File: config.mk
export PLATFORM = sky130hd
export DESIGN_NAME = tmx_ctrl
export DESIGN_NICKNAME = d
export VERILOG_FILES = /design/src/rtl/tmx_pkg.sv /design/src/rtl/tmx_mode_bank.sv /design/src/rtl/tmx_scan_link.sv /design/src/rtl/tmx_cp_force.sv /design/src/rtl/tmx_seq.sv /design/src/rtl/tmx_ctrl.sv
export SDC_FILE = /design/constraint.sdc
export NUM_CORES = 1
export LEC_CHECK = 0
export ABC_AREA = 1
export BUFFER_PORTS_ARGS = -buffer_cell sky130_fd_sc_hd__buf_2
export CELL_PAD_IN_SITES_DETAIL_PLACEMENT = 1
export CELL_PAD_IN_SITES_GLOBAL_PLACEMENT = 2
export CORE_MARGIN = 2
export CORE_UTILIZATION = 29
export DETAILED_ROUTE_END_ITERATION = 7
export HOLD_SLACK_MARGIN = 0.03
export PLACE_DENSITY = 0.78
export RECOVER_POWER = 25
export SLEW_MARGIN = 20
export SYNTH_ARGS = -nofsm -noshare
export SYNTH_HDL_FRONTEND = slang
export SYNTH_SLANG_ARGS = --single-unit
File: constraint.sdc
create_clock -name clk -period 1.3 [get_ports clk]
set_input_delay 0.195 -clock clk [delete_from_list [all_inputs] [get_ports clk]]
set_output_delay 0.195 -clock clk [all_outputs]
set_load 0.02 [all_outputs]
File: src/rtl/tmx_pkg.sv
package tmx_pkg;
  typedef enum logic [2:0] {
    ST_IDLE,
    ST_LOAD,
    ST_RUN,
    ST_UNLOAD,
    ST_DONE
  } tmx_state_e;
endpackage

File: src/rtl/tmx_mode_bank.sv
module tmx_mode_bank #(
  parameter int NCP    = 4,
  parameter int NMODES = 4,
  localparam int IDX_W = (NMODES > 1) ? $clog2(NMODES) : 1,
  localparam int SH_W  = $clog2(NCP)
) (
  input  logic             clk,
  input  logic             rst,
  input  logic             wr_en,
  input  logic [IDX_W-1:0] wr_idx,
  input  logic [NCP-1:0]   wr_data,
  input  logic [IDX_W-1:0] rd_idx,
  input  logic [SH_W-1:0]  rd_bit,
  output logic             rd_val
);
  logic [NCP-1:0] bank [NMODES];

  for (genvar g = 0; g < NMODES; g++) begin : g_entry
    always_ff @(posedge clk) begin
      if (rst) bank[g] <= '0;
      else if (wr_en && (int'(wr_idx) == g)) bank[g] <= wr_data;
    end
  end

  logic [NCP-1:0] sel_word;
  always_comb begin
    sel_word = '0;
    for (int i = 0; i < NMODES; i++)
      if (int'(rd_idx) == i) sel_word = bank[i];
  end

  assign rd_val = sel_word[rd_bit];
endmodule

File: src/rtl/tmx_scan_link.sv
module tmx_scan_link #(
  parameter int NCP = 4
) (
  input  logic           clk,
  input  logic           rst,
  input  logic           shift_en,
  input  logic           capture,
  input  logic           sin,
  input  logic [NCP-1:0] obs_in,
  output logic           scan_out,
  output logic [NCP-1:0] cp_img,
  output logic [NCP-1:0] cp_after_shift
);
  localparam int LEN = 2 * NCP;
  logic [LEN-1:0] chain;

  always_ff @(posedge clk) begin
    if (rst) chain <= '0;
    else if (shift_en) chain <= {chain[LEN-2:0], sin};
    else if (capture) chain[LEN-1:NCP] <= obs_in;
  end

  assign scan_out       = chain[LEN-1];
  assign cp_img         = chain[NCP-1:0];
  assign cp_after_shift = {chain[NCP-2:0], sin};

  assert_capture_R6: assert property (@(posedge clk) disable iff (rst)
    capture |=> (scan_out == $past(obs_in[NCP-1])));
endmodule

File: src/rtl/tmx_cp_force.sv
module tmx_cp_force #(
  parameter int NCP = 4
) (
  input  logic           clk,
  input  logic           rst,
  input  logic           sel,
  input  logic [NCP-1:0] force_val,
  input  logic [NCP-1:0] func_next,
  output logic [NCP-1:0] q
);
  for (genvar b = 0; b < NCP; b++) begin : g_bit
    always_ff @(posedge clk) begin
      if (rst) q[b] <= 1'b0;
      else q[b] <= sel ? force_val[b] : func_next[b];
    end
  end
endmodule

File: src/rtl/tmx_seq.sv
module tmx_seq
  import tmx_pkg::*;
#(
  parameter int NCP    = 4,
  parameter int NMODES = 4,
  parameter int CNT_W  = 8,
  localparam int MODE_W = $clog2(NMODES + 1),
  localparam int SH_W   = $clog2(NCP)
) (
  input  logic              clk,
  input  logic              rst,
  input  logic              start,
  input  logic [CNT_W-1:0]  cfg_npat,
  input  logic [MODE_W-1:0] cfg_nmode,
  output logic              pat_req,
  output logic              capture,
  output logic              shift_en,
  output logic              shift_mode,
  output logic              load_last,
  output logic              force_hold,
  output logic [MODE_W-1:0] pass_idx,
  output logic [SH_W-1:0]   sh_cnt,
  output logic              done,
  output logic              busy
);
  localparam logic [MODE_W-1:0] MAXM = MODE_W'(NMODES);

  tmx_state_e        st;
  logic [CNT_W-1:0]  pat_cnt, npat_l;
  logic [MODE_W-1:0] nmode_l, pass;
  logic              sh_last;

  assign sh_last = (sh_cnt == SH_W'(NCP - 1));

  always_ff @(posedge clk) begin
    if (rst) begin
      st <= ST_IDLE; pat_cnt <= '0; npat_l <= '0; nmode_l <= '0;
      pass <= '0; sh_cnt <= '0;
    end else begin
      case (st)
        ST_IDLE, ST_DONE: if (start) begin
          npat_l  <= cfg_npat;
          nmode_l <= (cfg_nmode > MAXM) ? MAXM : cfg_nmode;
          pass    <= '0;
          pat_cnt <= '0;
          st      <= ST_RUN;
        end
        ST_RUN: begin
          if (pat_cnt == npat_l) begin
            pat_cnt <= '0;
            sh_cnt  <= '0;
            st      <= (pass == nmode_l) ? ST_UNLOAD : ST_LOAD;
          end else begin
            pat_cnt <= pat_cnt + 1'b1;
          end
        end
        ST_LOAD: begin
          sh_cnt <= sh_cnt + 1'b1;
          if (sh_last) begin
            pass <= pass + 1'b1;
            st   <= ST_RUN;
          end
        end
        ST_UNLOAD: begin
          sh_cnt <= sh_cnt + 1'b1;
          if (sh_last) st <= ST_DONE;
        end
        default: st <= ST_IDLE;
      endcase
    end
  end

  assign pat_req    = (st == ST_RUN) && (pat_cnt != npat_l);
  assign capture    = (st == ST_RUN) && (pat_cnt == npat_l);
  assign shift_en   = (st == ST_LOAD) || (st == ST_UNLOAD);
  assign shift_mode = (st == ST_LOAD);
  assign load_last  = (st == ST_LOAD) && sh_last;
  assign force_hold = (st == ST_RUN) && (pass != '0);
  assign pass_idx   = pass;
  assign done       = (st == ST_DONE);
  assign busy       = (st == ST_RUN) || shift_en;

  assert_cnt_le_R3: assert property (@(posedge clk) disable iff (rst)
    (st == ST_RUN) |-> (pat_cnt <= npat_l));
  assert_pass_bound_R9: assert property (@(posedge clk) disable iff (rst)
    (pass <= nmode_l) && (nmode_l <= MAXM));
  assert_capture_then_shift_R7: assert property (@(posedge clk) disable iff (rst)
    capture |=> shift_en);
  assert_done_after_unload_R7: assert property (@(posedge clk) disable iff (rst)
    $rose(done) |-> ($past(st) == ST_UNLOAD));
endmodule

File: src/rtl/tmx_ctrl.sv
module tmx_ctrl #(
  parameter int NCP    = 4,
  parameter int NMODES = 4,
  parameter int CNT_W  = 8,
  localparam int MODE_W = $clog2(NMODES + 1),
  localparam int IDX_W  = (NMODES > 1) ? $clog2(NMODES) : 1,
  localparam int SH_W   = $clog2(NCP)
) (
  input  logic              clk,
  input  logic              rst,
  input  logic              start,
  input  logic [CNT_W-1:0]  cfg_npat,
  input  logic [MODE_W-1:0] cfg_nmode,
  input  logic              mode_wr_en,
  input  logic [IDX_W-1:0]  mode_wr_idx,
  input  logic [NCP-1:0]    mode_wr_data,
  input  logic [NCP-1:0]    func_next,
  input  logic [NCP-1:0]    obs_in,
  output logic [NCP-1:0]    cp_q,
  output logic              pat_req,
  output logic [MODE_W-1:0] pass_idx,
  output logic              scan_out,
  output logic              scan_vld,
  output logic              done,
  output logic              busy
);
  logic            capture, shift_en, shift_mode, load_last, force_hold;
  logic [SH_W-1:0] sh_cnt;
  logic            mode_bit, sin, force_sel;
  logic [NCP-1:0]  cp_img, cp_after_shift, force_val;

  tmx_seq #(.NCP(NCP), .NMODES(NMODES), .CNT_W(CNT_W)) u_seq (
    .clk(clk), .rst(rst), .start(start), .cfg_npat(cfg_npat), .cfg_nmode(cfg_nmode),
    .pat_req(pat_req), .capture(capture), .shift_en(shift_en), .shift_mode(shift_mode),
    .load_last(load_last), .force_hold(force_hold), .pass_idx(pass_idx),
    .sh_cnt(sh_cnt), .done(done), .busy(busy)
  );

  tmx_mode_bank #(.NCP(NCP), .NMODES(NMODES)) u_bank (
    .clk(clk), .rst(rst), .wr_en(mode_wr_en), .wr_idx(mode_wr_idx),
    .wr_data(mode_wr_data), .rd_idx(pass_idx[IDX_W-1:0]),
    .rd_bit(SH_W'(NCP - 1) - sh_cnt), .rd_val(mode_bit)
  );

  assign sin = shift_mode & mode_bit;

  tmx_scan_link #(.NCP(NCP)) u_chain (
    .clk(clk), .rst(rst), .shift_en(shift_en), .capture(capture), .sin(sin),
    .obs_in(obs_in), .scan_out(scan_out), .cp_img(cp_img),
    .cp_after_shift(cp_after_shift)
  );

  assign force_sel = load_last | force_hold;
  assign force_val = load_last ? cp_after_shift : cp_img;

  tmx_cp_force #(.NCP(NCP)) u_force (
    .clk(clk), .rst(rst), .sel(force_sel), .force_val(force_val),
    .func_next(func_next), .q(cp_q)
  );

  assign scan_vld = shift_en;

  assert_hold_R4: assert property (@(posedge clk) disable iff (rst)
    (force_hold && $past(force_hold)) |-> $stable(cp_q));
  assert_free_follow_R5: assert property (@(posedge clk) disable iff (rst)
    (!force_sel && !$past(rst)) |=> (cp_q == $past(func_next)));
endmodule

# Yosys cells after proc, flatten, opt, wreduce, memory -nomap -nowiden
# Memories as Yosys holds them, arrays and structs flattened.
# Cells that the tools add are included.
# classes
eq_ne,18
reduce_logical,25
mux,46
bitwise_logic,6
n_lt_le_gt_ge,2
addsub,4
# ops
cell,count
two-way mux 4 bit,11
two-way mux 3 bit,7
two-way mux 1 bit,19
two-way mux 8 bit,2
case mux 8 bit (2 select lines),1
case mux 3 bit (4 select lines),1
"== test 2 bit, second input constant",5
"adder 8 x 1 -> 8 bit, second input constant",1
== test 8 bit,1
logical AND 1 bit,8
inequality test 8 bit,1
nonzero test 2 bit,4
"== test 3 x 2 -> 1 bit, second input constant",2
case mux 3 bit (2 select lines),1
AND reduction 2 bit,3
bitwise OR 1 bit,5
"== test 2 x 1 -> 1 bit, second input constant",2
zero test 2 bit,2
two-way mux 2 bit,2
"inequality test 2 x 1 -> 1 bit, second input constant",2
"inequality test 2 bit, second input constant",2
case mux 2 bit (2 select lines),1
AND reduction 4 bit,1
OR reduction 2 bit,2
14 further kinds,15
# word_totals
output_inout_bits,12
in_bits,29
regBits,39
mem_bits_rw,16
memories,1
# memory_table
memory,words,width,rd,rd_ports_with_merged_regs,wr,line_no,source
u_bank.bank,4,4,4,0,4,tmx_mode_bank.sv:16,logic [NCP-1:0] bank [NMODES];

# Longest topological paths before layout
# Gate-level depths: netlist (run 1).
# depth
depth_word,10
mapped_depth,11
depth_no_buf,11

# Cells and area by module
# Synthesis (run 1) repeated with hierarchy kept, for this count alone.
# unflattened
hier_cells,387
area_unflattened_um2,2882.8
# modules_own_cells
mod,area_per_inst_um2,n_inst,cells_each
tmx_seq,1417.6,1,193
tmx_mode_bank,805.8,1,92
tmx_scan_link,416.6,1,58
tmx_cp_force,172.7,1,26
tmx_ctrl,70.1,1,18

# Worst setup path after synthesis (run 1)
# Ideal clock, no wire load.
# synth_path
path_kind,reg-to-reg
startpoint,"register u_seq.pass[0], in the netlist u_seq.pass_idx[0]"
endpoint,register u_force.q[0]
setup_time_ns,0.070
setup_slack_ns,-0.248
t_required_ns,1.230
stages_incl_launch_ff,12
arrival_time_ns,1.478
path_cell_list,dfxtp_1 -> inv_1 -> ha_1 -> inv_1 -> nor2_1 -> nor2_1 -> nand2_1 -> nand2_1 -> nand2_1 -> nand2_1 -> nand4_1 -> a21oi_1
# synth_via
elab_chain_len,10
elab_cells_between_ends,16
cone_classes,eq/ne (3); mux (8); bitwise (2); reduce/logical (3)
# synth_rtl
item,line_no,source
from (decl),tmx_seq.sv:30,"logic [MODE_W-1:0] nmode_l, pass;"
from (signal assigned),tmx_seq.sv:60,pass <= pass + 1'b1;
zero test 2 bit,tmx_mode_bank.sv:29,if (int'(rd_idx) == i) sel_word = bank[i];
two-way mux 4 bit (4 in a row),tmx_mode_bank.sv:29,
binary-select mux 1 bit (select 2 bit),tmx_mode_bank.sv:32,assign rd_val = sel_word[rd_bit];
two-way mux 1 bit (not written as such),tmx_mode_bank.sv:32,
bitwise AND 1 bit,tmx_ctrl.sv:45,assign sin = shift_mode & mode_bit;
two-way mux 4 bit,tmx_ctrl.sv:54,assign force_val = load_last ? cp_after_shift : cp_img;
two-way mux 1 bit (*),tmx_cp_force.sv:14,else q[b] <= sel ? force_val[b] : func_next[b];
"to (signal, indexed assignment)",tmx_cp_force.sv:14,
to (decl),tmx_cp_force.sv:9,output logic [NCP-1:0] q
# Every way passes the cells marked *; elsewhere a longest branch is shown, timed or not. The select of a mux whose other input is x is not followed.
# A chain may end at the register's enable or synchronous reset.

# Final worst setup path (run 1)
# layout_path
startpoint,register u_seq.pat_cnt[7]
endpoint,output pat_req
# layout_via
elab_chain_len,2
# layout_rtl
item,line_no,source
from (decl),tmx_seq.sv:29,"logic [CNT_W-1:0] pat_cnt, npat_l;"
from (signal assigned),tmx_seq.sv:54,pat_cnt <= pat_cnt + 1'b1;
inequality test 8 bit,tmx_seq.sv:73,assign pat_req = (st == ST_RUN) && (pat_cnt != npat_l);
logical AND 1 bit,tmx_seq.sv:73,
to (decl),tmx_ctrl.sv:20,"output logic pat_req,"
# No other way between the ends.

==> results of run 1 <==
cells in the mapped netlist (4+ instances only):
library cell / instances / area, sq um
ha_1: 6 / 75.07
dfxtp_1: 39 / 780.8
nand2_1: 68 / 255.2
buf_2: 4 / 20.02
o21ai_0: 19 / 95.09
xor2_1: 5 / 43.79
nor2_1: 56 / 210.2
inv_1: 24 / 90.09
edfxtp_1: 16 / 480.5
nand4_1: 5 / 31.28
clkbuf_1: 4 / 15.01
xnor2_1: 9 / 78.83
inv_2: 5 / 18.77
nand2_2: 6 / 37.54
a21oi_1: 33 / 165.2
nand3_1: 21 / 105.1
power by group:
| group | switching, uW | internal (uW) | total [uW] |
|---|---|---|---|
| Combinational | 1420 | 1110 | 2530 |
| Sequential | 191 | 2040 | 2230 |
| Clock | 570 | 379 | 949 |
| Total | 2180 | 3530 | 5710 |
area by class of cell:
type                            instances  area [sq um]
Fill cell                            1117          5286
Multi-Input combinational cell        248          1568
Sequential cell                        55          1294
Timing Repair Buffer                   85         603.1
Tap cell                              111         138.9
Inverter                               31         133.9
Clock buffer                            6         72.57
Clock inverter                          2         12.51
per-layer routing:
layer	global-route usage, %	up-vias	wire, um
met5	0	-	0
met4	4.110	0	73
met3	2.646	5	199
met2	27.26	31	3938
met1	19.73	1181	3515
li1	-	1280	-
registers in the layout, indices dropped and copies added (netlist names):
| signal | flops |
|---|---|
| u_seq.npat_l | 8 |
| u_seq.pass_idx | 3 |
| u_seq.pat_cnt | 8 |
| u_seq.st | 3 |
| u_chain.chain | 8 |
| u_force.q | 4 |
| u_seq.nmode_l | 3 |
| u_seq.sh_cnt | 2 |
| u_bank.bank | 16 |
stage by stage:
step           hold WS [ns]  std cells  setup TNS, ns  instance area (sq um)  setup WS (ns)
2_1_floorplan        0.3378        344              0                   2694        0.02266
3_3_place_gp         0.4451        514        -0.6624                   3197       -0.08972
3_5_place_dp         0.4512        514         -1.380                   3197        -0.1239
4_1_cts              0.1049        532         -2.995                   3501        -0.2916
5_1_grt              0.1205        538         -4.600                   3822        -0.3263
6_report             0.1141        538         -1.817                   3822        -0.2270
timing repair:
item / in CTS / in global routing
gates resized for setup: 45 / 75
hold buffers: 0 / 0
endpoints found under the setup margin: 29 / 31
buffers inserted: 10 / 7
pin swaps: 11 / 34
cell families (layout without fill, tap and decap cells):
family                   count (synthesis)  after routing  share of synthesized area [%]
AO/OA/AOI/OAI                           62             62                          12.41
XOR/XNOR                                14             14                          4.573
adder cells (fa/ha/maj)                  6              6                          2.800
buffers and inverters                   41            124                          6.346
flip-flops                              55             55                          47.04
AND/OR/NAND/NOR                        166            166                          26.83
worst paths after layout:
path                         start          endpoint  slack, ns  depth (start not counted)
setup / recovery  u_seq.pat_cnt[7]           pat_req      -0.23                          7
hold / removal        func_next[3]      u_force.q[3]       0.11                          3
setup reg to reg  u_seq.pat_cnt[7]       u_seq.st[1]      -0.16                          9
hold reg to reg   u_chain.chain[4]  u_chain.chain[4]       0.47                          2
worst max-delay path: cells and delay by family, from the launching register on:
| kind | cells | cell delay, ns |
|---|---|---|
| DFF | 1 | 0.35 |
| xor gates and xnor gates | 1 | 0.14 |
| buffers and inverters | 2 | 0.17 |
| and+or+nand+nor | 4 | 0.37 |
==> impl_metrics.tcl, run 1 <==
set metrics [dict create \
    outcome "finished with violations" \
    violations "setup timing" \
    gp_congestion 0.7763 \
    ys_ff_latch 55 \
    cts-root-buf "clkbuf_8" \
    rsz0062_at_grt "yes" \
    ys_warn_count 0 \
    ir_worst_vdd_mv 0.6681 \
    crit_slowest_cell "dfxtp_2" \
    clockBufferDepth 2 \
    fp.dieH_um 100.2 \
    worst_hold_path_type "in -> reg" \
    syn_nets 379 \
    fin_util_pct 41.96 \
    vias 2497 \
    grt_max_degree 19 \
    final_common_cell "nand2_1" \
    synth_area_per_cell_sq_um 7.795 \
    row_count 35 \
    required_ns 1.11 \
    setup_viol 26 \
    cp_max_fo 2 \
    cts_sinks 55 \
    relSlewSlack_pct 80.22 \
    die_w_um 100.2 \
    gr-total-overflow 0 \
    ant_nets 0 \
    start_kind "register" \
    cts_tree "yes" \
    setup_slack_ns -0.2270 \
    slew_violations 0 \
    most-common-layout-cells "nand2_1 (54), nor2_1 (48), buf_4 (38), buf_2 (34), dfxtp_1 (25)" \
    power_density_nw_per_um2 1494 \
    end_kind "primary output" \
    synth_cell_type_count 31 \
    finalCritPeriodShare_pct 117.5 \
    die_area_sq_um 10030 \
    hpwl_mm 5.570 \
    hold_viol_final 0 \
    drt_first_pass_iters 4 \
    crit_type "reg -> out" \
    grt_pass1_wl_mm 12.39 \
    synth-edff-count 16 \
    drc 0 \
    nets 461 \
    grt_usage_pct 15.53 \
    path_clk_slew_ns 0.11 \
    crit_chain "xnor2_2 -> nand2_1 -> nor2_1 -> nand3_1 -> nand2_2 -> inv_2 -> buf_6" \
    routedWlPerCell_um 14.36 \
    antenna_found_initial 0 \
    async_flop_share_pct 0 \
    fmax_mhz 654.9 \
    ys.flop_type "dfxtp_1" \
    power_uw 5710 \
    layout-drive-gt1-share_pct 43.56 \
    cp.arrival_ns 1.33 \
    vias_per_cell 4.641 \
    slowest_delay_ns 0.35 \
    io_pins 41 \
    wl_mm 7.727 \
    cts_max_level 2 \
    core_sq_um 9109 \
    area_growth_pct 42.56 \
    syn_inst 344 \
    cap_violations 0 \
    start_util_pct 29.44 \
    io_buffer_count 40 \
    grt_pass1_vias 2600 \
    synth_seq_area_share_pct 47.04 \
    finalClockSkew_ns 0.01760 \
    drtIter0Drc 73 \
    syn-cell-area_sq_um 2681 \
    numCtsBuffers 5 \
    clk_latency_ns 0.31 \
    diodes 0 \
    min_period_ns 1.527 \
    p_leak_uw 0.001624 \
    tightest_slew_ns 0.2949 \
]
(Power assumes the default switching activity.)
==> run 2: changes to the inputs <==
Settings changed: CTS_CLUSTER_SIZE set to 10, PLACE_DENSITY 0.78 to unset, PLACE_DENSITY_LB_ADDON set to 0.1.
==> impl_metrics.tcl, run 2 (synthesis results as in run 1) <==
set metrics [dict create \
    outcome "finished with violations" \
    violations "setup timing" \
    cts_sinks 55 \
    fmax_mhz 659.5 \
    end_kind "primary output" \
    rsz0062_at_grt "yes" \
    multi_input_area_sq_um 1504 \
    drtIter0Drc 42 \
    power_density_nw_per_um2 1535 \
    setup_slack_ns -0.2164 \
    crit_type "reg -> out" \
    antenna_found_initial 0 \
    hold_viol_final 0 \
    cts-root-buf "clkbuf_8" \
    seq_area_sq_um 1296 \
    drt_first_pass_iters 4 \
    io_buffer_count 40 \
    numCtsBuffers 5 \
    vias 2524 \
    clockBufferDepth 2 \
    largest_reg_flops 16 \
    setup_viol 26 \
    finalClockSkew_ns 0.007392 \
    most-common-layout-cells "nand2_1 (56), nor2_1 (53), buf_4 (47), buf_2 (35), a21oi_1 (24)" \
    io_pins 41 \
    vias_per_cell 4.597 \
    fp.dieH_um 100.2 \
    hpwl_mm 5.560 \
    clk_latency_ns 0.30 \
    gp_congestion 0.7788 \
    routedWlPerCell_um 13.92 \
    cts_max_level 2 \
    cp.arrival_ns 1.32 \
    slew_violations 0 \
    min_period_ns 1.516 \
    grt_max_degree 19 \
    die_area_sq_um 10030 \
    cp_max_fo 2 \
    cap_violations 0 \
    nets 472 \
    grt_usage_pct 15.72 \
    required_ns 1.11 \
    die_w_um 100.2 \
    tightest_slew_ns 0.2773 \
    wl_mm 7.644 \
    ir_worst_vdd_mv 0.6478 \
    cts_tree "yes" \
    ant_nets 0 \
    path_clk_slew_ns 0.10 \
    start_util_pct 29.44 \
    fin_hold_ws_ns 0.1287 \
    final_common_cell "nand2_1" \
    worst_hold_path_type "in -> reg" \
    layout-drive-gt1-share_pct 42.47 \
    finalCritPeriodShare_pct 116.6 \
    area_growth_pct 43.12 \
    relSlewSlack_pct 81.40 \
    largest-register "u_bank.bank" \
    n_fill_cell 1105 \
    pre_cts_ws_ns -0.1362 \
    row_count 35 \
    gr-total-overflow 0 \
    start_kind "register" \
    p_leak_uw 0.001670 \
    core_sq_um 9109 \
    diodes 0 \
    grt_pass1_vias 2575 \
    grt_pass1_wl_mm 12.49 \
    drc 0 \
]
[run 2: cell types whose count changed in the layout (fill, tap and decap cells not counted), moves of 3 or more]
cell,previous run,this run
buf_4,38,47
dfxtp_2,8,13
nor2_1,48,53
dfxtp_1,25,21
inv_4,5,9
nand3_1,14,18
inv_2,7,4
nand3_2,6,3
nor2_4,8,5
[run 2: through the flow]
stage | TNS (ns) | power, uW | std cells | util [%] | instance area (sq um)
6_report | -1.992 | 5891 | 549 | 42.13 | 3837
3_5_place_dp | -0.7592 | 4106 | 521 | 35.67 | 3249
5_1_grt | -4.321 | 6305 | 549 | 42.13 | 3837
3_3_place_gp | -0.5201 | 4088 | 521 | 35.67 | 3249
4_1_cts | -3.188 | 5677 | 546 | 40.03 | 3646
2_1_floorplan | 0 | 3390 | 344 | - | 2694
[run 2: power by group]
part | switching (uW) | total (uW) | internal, uW
Combinational | 1430 | 2700 | 1270
Sequential | 212 | 2260 | 2050
Clock | 553 | 934 | 381
Total | 2190 | 5890 | 3700
[run 2: critical path, cell delays in order (launching register included)]
cell and delay [ns]:
dfxtp_1 0.38, xnor2_2 0.12, nand2_1 0.06, nor2_1 0.10
nand3_1 0.09, nand2_2 0.11, inv_4 0.04, buf_6 0.12
[run 2: final cells by class]
class	instances	share of cell area (%)
Sequential cell	55	33.78
Inverter	31	3.619
Tap cell	111	3.619
Multi-Input combinational cell	248	39.19
Clock inverter	1	0.1304
Timing Repair Buffer	96	17.67
Clock buffer	7	1.989
[run 2: metal layers]
metal | track usage (%) | up-vias | routed length (um)
met5 | 0 | - | 0
met4 | 3.161 | 0 | 38
met3 | 2.228 | 2 | 164
met2 | 26.79 | 26 | 3809
met1 | 21.33 | 1188 | 3631
li1 | - | 1308 | -
[run 2: path summary, 6_finish.rpt]
path	cells past startpoint	slack (ns)	endpoint	from
worst max register to register	10	-0.13	u_seq.pat_cnt[7]	u_seq.npat_l[7]
worst max-delay path	7	-0.22	pat_req	u_seq.npat_l[7]
worst min register to register	2	0.47	u_chain.chain[7]	u_chain.chain[7]
worst min-delay path	3	0.13	u_force.q[3]	func_next[3]
[run 2: repair_timing]
action | in CTS | in global routing
endpoints found under the setup margin | 25 | 35
hold buffers | 0 | 0
pin swaps | 21 | 23
buffers inserted | 17 | 5
gates resized for setup | 62 | 48
